===== config.mk =====
export PLATFORM = sky130hd
export DESIGN_NAME = typed_simd_rf
export DESIGN_NICKNAME = d
export VERILOG_FILES = /design/src/rtl/simd_rf_pkg.sv /design/src/rtl/simd_rf_tags.sv /design/src/rtl/simd_rf_data.sv /design/src/rtl/simd_rf_memclass.sv /design/src/rtl/typed_simd_rf.sv
export SDC_FILE = /design/constraint.sdc
export NUM_CORES = 2
export LEC_CHECK = 0
export CAP_MARGIN = 25
export CORE_UTILIZATION = 45
export CTS_CLUSTER_SIZE = 40
export DETAILED_ROUTE_END_ITERATION = 8
export GPL_TIMING_DRIVEN = 1
export PLACE_DENSITY_LB_ADDON = 0.25
export SYNTH_ARGS = -nofsm -noshare
export SYNTH_HDL_FRONTEND = slang
export SYNTH_SLANG_ARGS = --single-unit

===== constraint.sdc =====
create_clock -name clk -period 3.3 [get_ports clk]
set_input_delay 0.495 -clock clk [delete_from_list [all_inputs] [get_ports clk]]
set_output_delay 0.495 -clock clk [all_outputs]
set_load 0.02 [all_outputs]

===== src/rtl/simd_rf_pkg.sv =====
package simd_rf_pkg;

    typedef enum logic [1:0] {
        ELEM_8X4  = 2'b00,
        ELEM_16X2 = 2'b01,
        ELEM_32X1 = 2'b10,
        ELEM_RSVD = 2'b11
    } elem_t;

    typedef enum logic [1:0] {
        MEM_UNIT   = 2'b00,
        MEM_STRIDE = 2'b01,
        MEM_INDEX  = 2'b10,
        MEM_RSVD   = 2'b11
    } mem_mode_t;

endpackage


===== src/rtl/simd_rf_tags.sv =====
module simd_rf_tags
    import simd_rf_pkg::*;
#(
    parameter int NUM_REGS = 32,
    parameter int ADDR_W   = $clog2(NUM_REGS)
) (
    input  logic              clk,
    input  logic              rst,
    input  logic              cfg_en,
    input  logic [ADDR_W-1:0] cfg_addr,
    input  logic [1:0]        cfg_type,
    input  logic [ADDR_W-1:0] rd_addr_a,
    input  logic [ADDR_W-1:0] rd_addr_b,
    output logic [1:0]        rd_type_a,
    output logic [1:0]        rd_type_b
);

    typedef logic [NUM_REGS-1:0][1:0] tag_map_t;

    typedef struct packed {
        tag_map_t tag;
    } tag_state_t;

    // Reset map: top two entries hold one wide value, the upper half holds
    // halfword lanes, the lower half holds byte lanes.
    function automatic tag_map_t build_default_map();
        tag_map_t m;
        for (int i = 0; i < NUM_REGS; i++) begin
            if (i >= NUM_REGS - 2)
                m[i] = ELEM_32X1;
            else if (((i >> (ADDR_W - 1)) & 1) == 1)
                m[i] = ELEM_16X2;
            else
                m[i] = ELEM_8X4;
        end
        return m;
    endfunction

    localparam tag_map_t DEFAULT_MAP = build_default_map();

    tag_state_t state_d, state_q;

    always_comb begin
        state_d = state_q;
        if (rst) begin
            state_d.tag = DEFAULT_MAP;
        end else if (cfg_en && (cfg_type != ELEM_RSVD)) begin
            state_d.tag[cfg_addr] = cfg_type;
        end
    end

    always_ff @(posedge clk) begin
        state_q <= state_d;
    end

    assign rd_type_a = state_q.tag[rd_addr_a];
    assign rd_type_b = state_q.tag[rd_addr_b];

    p_reset_default_r1: assert property (@(posedge clk)
        rst |=> (state_q.tag == DEFAULT_MAP))
        else $error("tag map not restored after reset");

    p_cfg_apply_r6: assert property (@(posedge clk) disable iff (rst)
        (cfg_en && cfg_type != ELEM_RSVD) |=> (state_q.tag[$past(cfg_addr)] == $past(cfg_type)))
        else $error("tag write not applied");

    p_reserved_keep_r7: assert property (@(posedge clk) disable iff (rst)
        (cfg_en && cfg_type == ELEM_RSVD) |=> (state_q.tag == $past(state_q.tag)))
        else $error("reserved tag value changed the map");

    p_no_cfg_stable_r8: assert property (@(posedge clk) disable iff (rst)
        !cfg_en |=> $stable(state_q.tag))
        else $error("tag map moved without a configuration write");

endmodule


===== src/rtl/simd_rf_data.sv =====
module simd_rf_data
    import simd_rf_pkg::*;
#(
    parameter int NUM_REGS = 32,
    parameter int DATA_W   = 32,
    parameter int ADDR_W   = $clog2(NUM_REGS)
) (
    input  logic              clk,
    input  logic              rst,
    input  logic              wr_en,
    input  logic [ADDR_W-1:0] wr_addr,
    input  logic [DATA_W-1:0] wr_data,
    input  logic [ADDR_W-1:0] rd_addr_a,
    input  logic [ADDR_W-1:0] rd_addr_b,
    output logic [DATA_W-1:0] rd_data_a,
    output logic [DATA_W-1:0] rd_data_b
);

    localparam logic [ADDR_W-1:0] ZERO_REG = '0;

    typedef struct packed {
        logic [NUM_REGS-1:0][DATA_W-1:0] word;
    } data_state_t;

    data_state_t state_d, state_q;
    logic        wr_live;

    assign wr_live = wr_en && (wr_addr != ZERO_REG);

    always_comb begin
        state_d = state_q;
        if (rst) begin
            state_d.word = '0;
        end else if (wr_live) begin
            state_d.word[wr_addr] = wr_data;
        end
    end

    always_ff @(posedge clk) begin
        state_q <= state_d;
    end

    // Two identical read ports, each with write-first forwarding.
    logic [1:0][ADDR_W-1:0] rd_addr;
    logic [1:0][DATA_W-1:0] rd_data;
    assign rd_addr[0] = rd_addr_a;
    assign rd_addr[1] = rd_addr_b;

    for (genvar p = 0; p < 2; p++) begin : g_rd
        always_comb begin
            if (rd_addr[p] == ZERO_REG)
                rd_data[p] = '0;
            else if (wr_live && (wr_addr == rd_addr[p]))
                rd_data[p] = wr_data;
            else
                rd_data[p] = state_q.word[rd_addr[p]];
        end
    end

    assign rd_data_a = rd_data[0];
    assign rd_data_b = rd_data[1];

    p_reset_clear_r1: assert property (@(posedge clk)
        rst |=> (state_q.word == '0))
        else $error("data not cleared by reset");

    p_write_lands_r3: assert property (@(posedge clk) disable iff (rst)
        wr_live |=> (state_q.word[$past(wr_addr)] == $past(wr_data)))
        else $error("write did not land");

    p_zero_entry_r5: assert property (@(posedge clk) disable iff (rst)
        (wr_en && wr_addr == ZERO_REG) |=> (state_q.word == $past(state_q.word)))
        else $error("write to register zero changed storage");

endmodule


===== src/rtl/simd_rf_memclass.sv =====
module simd_rf_memclass
    import simd_rf_pkg::*;
(
    input  logic       clk,
    input  logic       rst,
    input  logic       mem_valid,
    input  logic [1:0] mem_mode,
    output logic       mem_trap
);

    typedef struct packed {
        logic trap;
    } cls_state_t;

    cls_state_t state_d, state_q;

    always_comb begin
        state_d = state_q;
        if (rst)
            state_d.trap = 1'b0;
        else
            state_d.trap = mem_valid && (mem_mode != MEM_UNIT);
    end

    always_ff @(posedge clk) begin
        state_q <= state_d;
    end

    assign mem_trap = state_q.trap;

    p_trap_raise_r9: assert property (@(posedge clk) disable iff (rst)
        (mem_valid && mem_mode != MEM_UNIT) |=> mem_trap)
        else $error("unsupported mode did not trap");

    p_unit_pass_r9: assert property (@(posedge clk) disable iff (rst)
        (mem_valid && mem_mode == MEM_UNIT) |=> !mem_trap)
        else $error("unit-stride access trapped");

    p_idle_quiet_r9: assert property (@(posedge clk) disable iff (rst)
        !mem_valid |=> !mem_trap)
        else $error("trap without valid instruction");

endmodule


===== src/rtl/typed_simd_rf.sv =====
module typed_simd_rf
    import simd_rf_pkg::*;
#(
    parameter int NUM_REGS = 32,
    parameter int DATA_W   = 32,
    parameter int ADDR_W   = $clog2(NUM_REGS)
) (
    input  logic              clk,
    input  logic              rst,
    input  logic [ADDR_W-1:0] rd_addr_a,
    output logic [DATA_W-1:0] rd_data_a,
    output logic [1:0]        rd_type_a,
    input  logic [ADDR_W-1:0] rd_addr_b,
    output logic [DATA_W-1:0] rd_data_b,
    output logic [1:0]        rd_type_b,
    input  logic              wr_en,
    input  logic [ADDR_W-1:0] wr_addr,
    input  logic [DATA_W-1:0] wr_data,
    input  logic              cfg_en,
    input  logic [ADDR_W-1:0] cfg_addr,
    input  logic [1:0]        cfg_type,
    input  logic              mem_valid,
    input  logic [1:0]        mem_mode,
    output logic              mem_trap
);

    simd_rf_data #(
        .NUM_REGS (NUM_REGS),
        .DATA_W   (DATA_W),
        .ADDR_W   (ADDR_W)
    ) u_data (
        .clk       (clk),
        .rst       (rst),
        .wr_en     (wr_en),
        .wr_addr   (wr_addr),
        .wr_data   (wr_data),
        .rd_addr_a (rd_addr_a),
        .rd_addr_b (rd_addr_b),
        .rd_data_a (rd_data_a),
        .rd_data_b (rd_data_b)
    );

    simd_rf_tags #(
        .NUM_REGS (NUM_REGS),
        .ADDR_W   (ADDR_W)
    ) u_tags (
        .clk       (clk),
        .rst       (rst),
        .cfg_en    (cfg_en),
        .cfg_addr  (cfg_addr),
        .cfg_type  (cfg_type),
        .rd_addr_a (rd_addr_a),
        .rd_addr_b (rd_addr_b),
        .rd_type_a (rd_type_a),
        .rd_type_b (rd_type_b)
    );

    simd_rf_memclass u_memclass (
        .clk       (clk),
        .rst       (rst),
        .mem_valid (mem_valid),
        .mem_mode  (mem_mode),
        .mem_trap  (mem_trap)
    );

    p_tag_legal_r2: assert property (@(posedge clk) disable iff (rst)
        (rd_type_a != ELEM_RSVD) && (rd_type_b != ELEM_RSVD))
        else $error("reserved tag value reported");

endmodule


# [Word-level counts from Yosys, hierarchy flattened]
# Index checks and enable logic that the tools add are counted.
[totals] in_bits=61 ff_bits=1089 wordCells=103
[classes] muxes=18 magnitude_cmp=6 n_eq_ne=3 reduce_logical=11
[op_table] operator="1024-bit bitwise mux" n=1
[op_table] operator="32-bit binary-select mux with 5-bit select" n=2
[op_table] operator="32-bit two-way mux" n=7
[op_table] operator="32-bit demux with 5-bit select" n=1
[op_table] operator="64-bit bitwise mux" n=1
[op_table] operator="5-bit by 6-bit < comparator with 1-bit output, second input constant" n=4
[op_table] operator="2-bit binary-select mux with 5-bit select" n=2
[op_table] operator="2-bit demux with 5-bit select" n=1
[op_table] operator="5-bit equality test" n=2
[op_table] operator="5-bit by 1-bit greater-or-equal comparator with 1-bit output, second input constant" n=2
[op_table] operator="5-bit logical NOT" n=2
[op_table] operator="1-bit logical AND" n=7
[op_table] operator="2-bit two-way mux" n=3
[op_table] operator="5-bit nonzero test" n=1
[op_table] operator="2-bit inequality test, second input constant" n=1
[op_table] operator="2-bit nonzero test" n=1

# [Logic depth before layout (Yosys ltp)]
[depth] depth_word=5 mapped_depth=10

# [Hierarchy]
# From an unflattened synthesis, not the netlist that was laid out.
[unflattened] hier_cells=6586 area_unflattened_um2=56868.3
[modules_own_cells] mod="simd_rf_data" area_per_inst_um2=53108.4 cells_per_inst=6146 instances=1 seq_area_each_um2=20499.7
[modules_own_cells] mod="simd_rf_tags" area_per_inst_um2=3723.6 cells_per_inst=437 instances=1 seq_area_each_um2=1281.2
[modules_own_cells] mod="simd_rf_memclass" area_per_inst_um2=36.3 cells_per_inst=3 instances=1 seq_area_each_um2=20.0

# [Least setup slack after synthesis]
# No wires, ideal clock.
[synth_path] kind="in2out" startpoint="input wr_addr[1]" endpoint="output rd_data_a[0]" setup_slack_ps=190 stages=7 arrival_time_ps=2615 path_buffers=2 path_cell_list="buf_2 > or4_1 > o211ai_1 > or2_2 > buf_4 > nand2_1 > o311ai_0"
[synth_via] elab_chain_len=5 elab_cells_between_ends=6 classes_between="eq/ne: 1; mux: 2; reduce/logical: 3"
[synth_rtl] item="start, declared" line_no="typed_simd_rf.sv:17" rtl="input logic [ADDR_W-1:0] wr_addr,"
[synth_rtl] item="5-bit nonzero test" line_no="simd_rf_data.sv:28" rtl="assign wr_live = wr_en && (wr_addr != ZERO_REG);"
[synth_rtl] item="1-bit logical AND" line_no="simd_rf_data.sv:28"
[synth_rtl] item="1-bit logical AND (*)" line_no="simd_rf_data.sv:53" rtl="else if (wr_live && (wr_addr == rd_addr[p]))"
[synth_rtl] item="32-bit two-way mux (*)" line_no="simd_rf_data.sv:53"
[synth_rtl] item="32-bit two-way mux (*)" line_no="simd_rf_data.sv:51" rtl="if (rd_addr[p] == ZERO_REG)"
[synth_rtl] item="end, declared" line_no="typed_simd_rf.sv:11" rtl="output logic [DATA_W-1:0] rd_data_a,"
# Mark *: on every way between the ends. The rest lies on a longest branch, timed or not.

# [Final worst setup path]
[layout_path] startpoint="input rd_addr_b[1]" endpoint="output rd_data_b[0]"
[layout_via] elab_chain_len=4 elab_cells_between_ends=7 classes_between="eq/ne: 1; mux: 4; reduce/logical: 2"
[layout_rtl] item="start, declared" line_no="typed_simd_rf.sv:13" rtl="input logic [ADDR_W-1:0] rd_addr_b,"
[layout_rtl] item="32-bit binary-select mux with 5-bit select / 5-bit equality test (equally long branches)" line_no="simd_rf_data.sv:56, simd_rf_data.sv:53"
[layout_rtl] item="32-bit two-way mux (implied by the code) / 1-bit logical AND (equally long branches)" line_no="simd_rf_data.sv:56, simd_rf_data.sv:53"
[layout_rtl] item="32-bit two-way mux" line_no="simd_rf_data.sv:53"
[layout_rtl] item="32-bit two-way mux (*)" line_no="simd_rf_data.sv:51"
[layout_rtl] item="end, declared" line_no="typed_simd_rf.sv:14" rtl="output logic [DATA_W-1:0] rd_data_b,"
# Mark *: on every way between the ends. The rest lies on a longest branch, timed or not. The select of a mux whose other input is x is not followed.

==> reports/results.tsv <==
metric	value	unit
Synth cell types	66	
FP Rows	129	
Post-synth EDFFs	0	
Worst Hold Class	in2reg	
Final Skew	0	ns
crit path time final	3.43	ns
Ports	130	
final count of hold timing violations	0	
design area	70300	um2
routed wire length	272	mm
Avg WL per Cell	31.3	um
post-synthesis average cell area	8.54	um2
WP data required	2.80	ns
routed via count	57800	
clk root buf	clkbuf_16	
Synth top area share	38.6	%
GP Congestion	1.02	
Post-Route Hold Slack	0.134	ns
Initial Util	45.5	%
Total GRT Usage	41.4	%
Worst VDD drop	457	uV
Clk Latency, worst-skew pair	0.77	ns
clock sinks	1089	
largest net degree at the start of global routing	137	
number of remaining DRC errors	15	
Setup crit end kind	output pin	
PortBufs	129	
Mapped Cells	6618	
register bit count reported by yosys	1089	
CTS tree	done	
maximum buffer depth of the clock tree	3	
Final setup viols	21	
Tcrit/Tclk final	104	%
Seq/Total Area, Yosys	38.6	%
Critical Path AT	2.94	ns
Final Util	56.7	%
leakage	24.7	nW
Area Overhead vs Synth	24.5	%
top_reg_cell synth	dfxtp_1	
maxcap violations	0	
vias in the first global route	53200	
fin nets	7001	
Detailed Place HPWL	174	mm
die area	127000	um2
Fillers	10700	
initial antenna violation count	13	
Async SR Flop Fraction	0	%
synth warn	0	
Routed Antenna Nets	0	
Die X	356	um
ranking of synthesized cells by area	dfxtp_1, mux4_2, nand2_1	
DRT Pass-1 Iters	9	
layout cells sized above 1	24.7	%
first-pass GRT wire length	379	mm
RSZ-0062 raised after global routing	true	
CP max FO	24	
DP Area	63700	um2
post-synth top area cell	dfxtp_1	
clock edge transition at the registers on the reported setup and hold paths	0.06	ns
pre-CTS setup slack	-0.706	ns
starting DRC count in detailed routing	10000	
worst rel slew slack	41.1	%
slew at the pin closest to its max-slew limit	0.882	ns
status	complete, but fails checks	
f_max	291	MHz
failing checks	design-rule violations, negative setup slack	
die height	356	um
Final Slew Violations	0	
H-tree depth	3	
startpoint types	primary input	
Overflow after GRT	0	
CORE AREA	124000	um2
Mapped Area	56500	um2
CTS Buf Count	118	
Via-to-Cell Ratio	6.66	
setup ws final	-0.133	ns
Synth Net Count	6679	
crit path kind	in2out	
pwr/cell area	456	nW/um2
-- registers in the layout, indices dropped and copies added, names as in the netlist --
register             cells
u_data.state_q        1024
u_tags.state_q          64
u_memclass.mem_trap      1
-- layout by cell type (no fill, tap or decap), types with 55 or more instances in the layout --
cell type     n
buf_4       592
o22ai_1      80
clkbuf_16   123
buf_12      128
a22oi_1      55
mux4_2      365
dfxtp_1    1088
a21oi_1    1048
mux2_2      104
nor2_1       92
mux2i_1     337
nand2_1    2100
-- critical path, stage by stage --
cell and delay, ns:
clkbuf_16 0.13, buf_12 0.11, buf_4 0.23, buf_16 0.25, mux4_2 0.56, a22oi_1 0.22, nand2_2 0.16, nand3_1 0.17
o211ai_1 0.29, buf_4 0.27
-- metal layers --
layer | share of wire, % | global-route usage (%) | wire [um]
met5 | 0.031 | 0.185 | 84
met1 | 36 | 52.5 | 96800
met4 | 8.6 | 30.1 | 23300
met3 | 15 | 14.4 | 42000
met2 | 40 | 58.0 | 110000
-- synthesized netlist by cell type (all sizes together), types with 7 or more instances --
cell and n:
nand3 27, nor3 21, a31oi 12, nand2b 18
and2 8, a221oi 61, a221o 22, mux4 365
o211ai 8, mux2 104, clkbuf 540, nor2 133
buf 146, xnor2 10, a311oi 20, a211oi 15
o21ai 57, and3 14, a22oi 59, inv 8
nor2b 57, nand4 9, mux2i 362, a21oi 1060
nor4 24, a2111oi 21, nand2 2136, a211o 21
a22o 13, nand3b 7, dfxtp 1089, o22ai 84
nor3b 18
-- per-stage QoR --
stage          power, W  TNS [ns]  cells
6_report         0.0321    -0.650   8690
5_1_grt          0.0327    -0.339   8679
3_5_place_dp     0.0173    -28.35   8372
4_1_cts          0.0318    -0.210   8649
2_1_floorplan    0.0154         0   6618
3_3_place_gp     0.0173    -30.27   8370
-- what timing repair did --
action                     CTS  global route
setup endpoints to repair   68            58
resized for setup          324           146
gates cloned                 4             3
pin swaps                   38            44
setup buffers               54            30
hold buffers                 0             0
-- area by class of cell --
type                    instances  area, um2  area share [%]
repair buffers                886       8950            12.7
flip-flops and latches       1089      21800            31.0
diodes                         12       30.0          0.0427
well taps                    1637       2050            2.91
multi-input cells            4836      33300            47.3
clock buffers                 167       3470            4.93
clock inverters                54        748            1.06
inverters                       9       37.5          0.0534
-- path summary, 6_finish.rpt --
path / startpoint / to / slack [ns] / cells after the start
hold / removal: rst / u_data.state_q[634]$_SDFFE_PP0P_ / 0.13 / 2
hold reg to reg: u_data.state_q[1007]$_SDFFE_PP0P_ / u_data.state_q[1007]$_SDFFE_PP0P_ / 0.47 / 2
setup reg to reg: u_tags.state_q[56]$_SDFFE_PP1P_ / u_tags.state_q[56]$_SDFFE_PP1P_ / 2.45 / 2
setup / recovery: rd_addr_b[1] / rd_data_b[0] / -0.13 / 10
-- logic make-up after synthesis --
group	count (synthesis)	synth area share, %
AO/OA/AOI/OAI	1503	15.3
XOR/XNOR	10	0.155
AND/OR/NAND/NOR	2490	17.5
multiplexers	831	23.0
flip-flops	1089	38.6
buffers and inverters	695	5.38
-- report_power, final --
part           internal (W)  switching, W  leakage [nW]  total, W
combinational       0.00160       0.00264          13.9   0.00424
sequential           0.0132     0.0000725          8.78    0.0133
clock               0.00856       0.00599          2.09    0.0146
total                0.0234       0.00871          24.7    0.0321
Power figures use the tool's default switching activity.
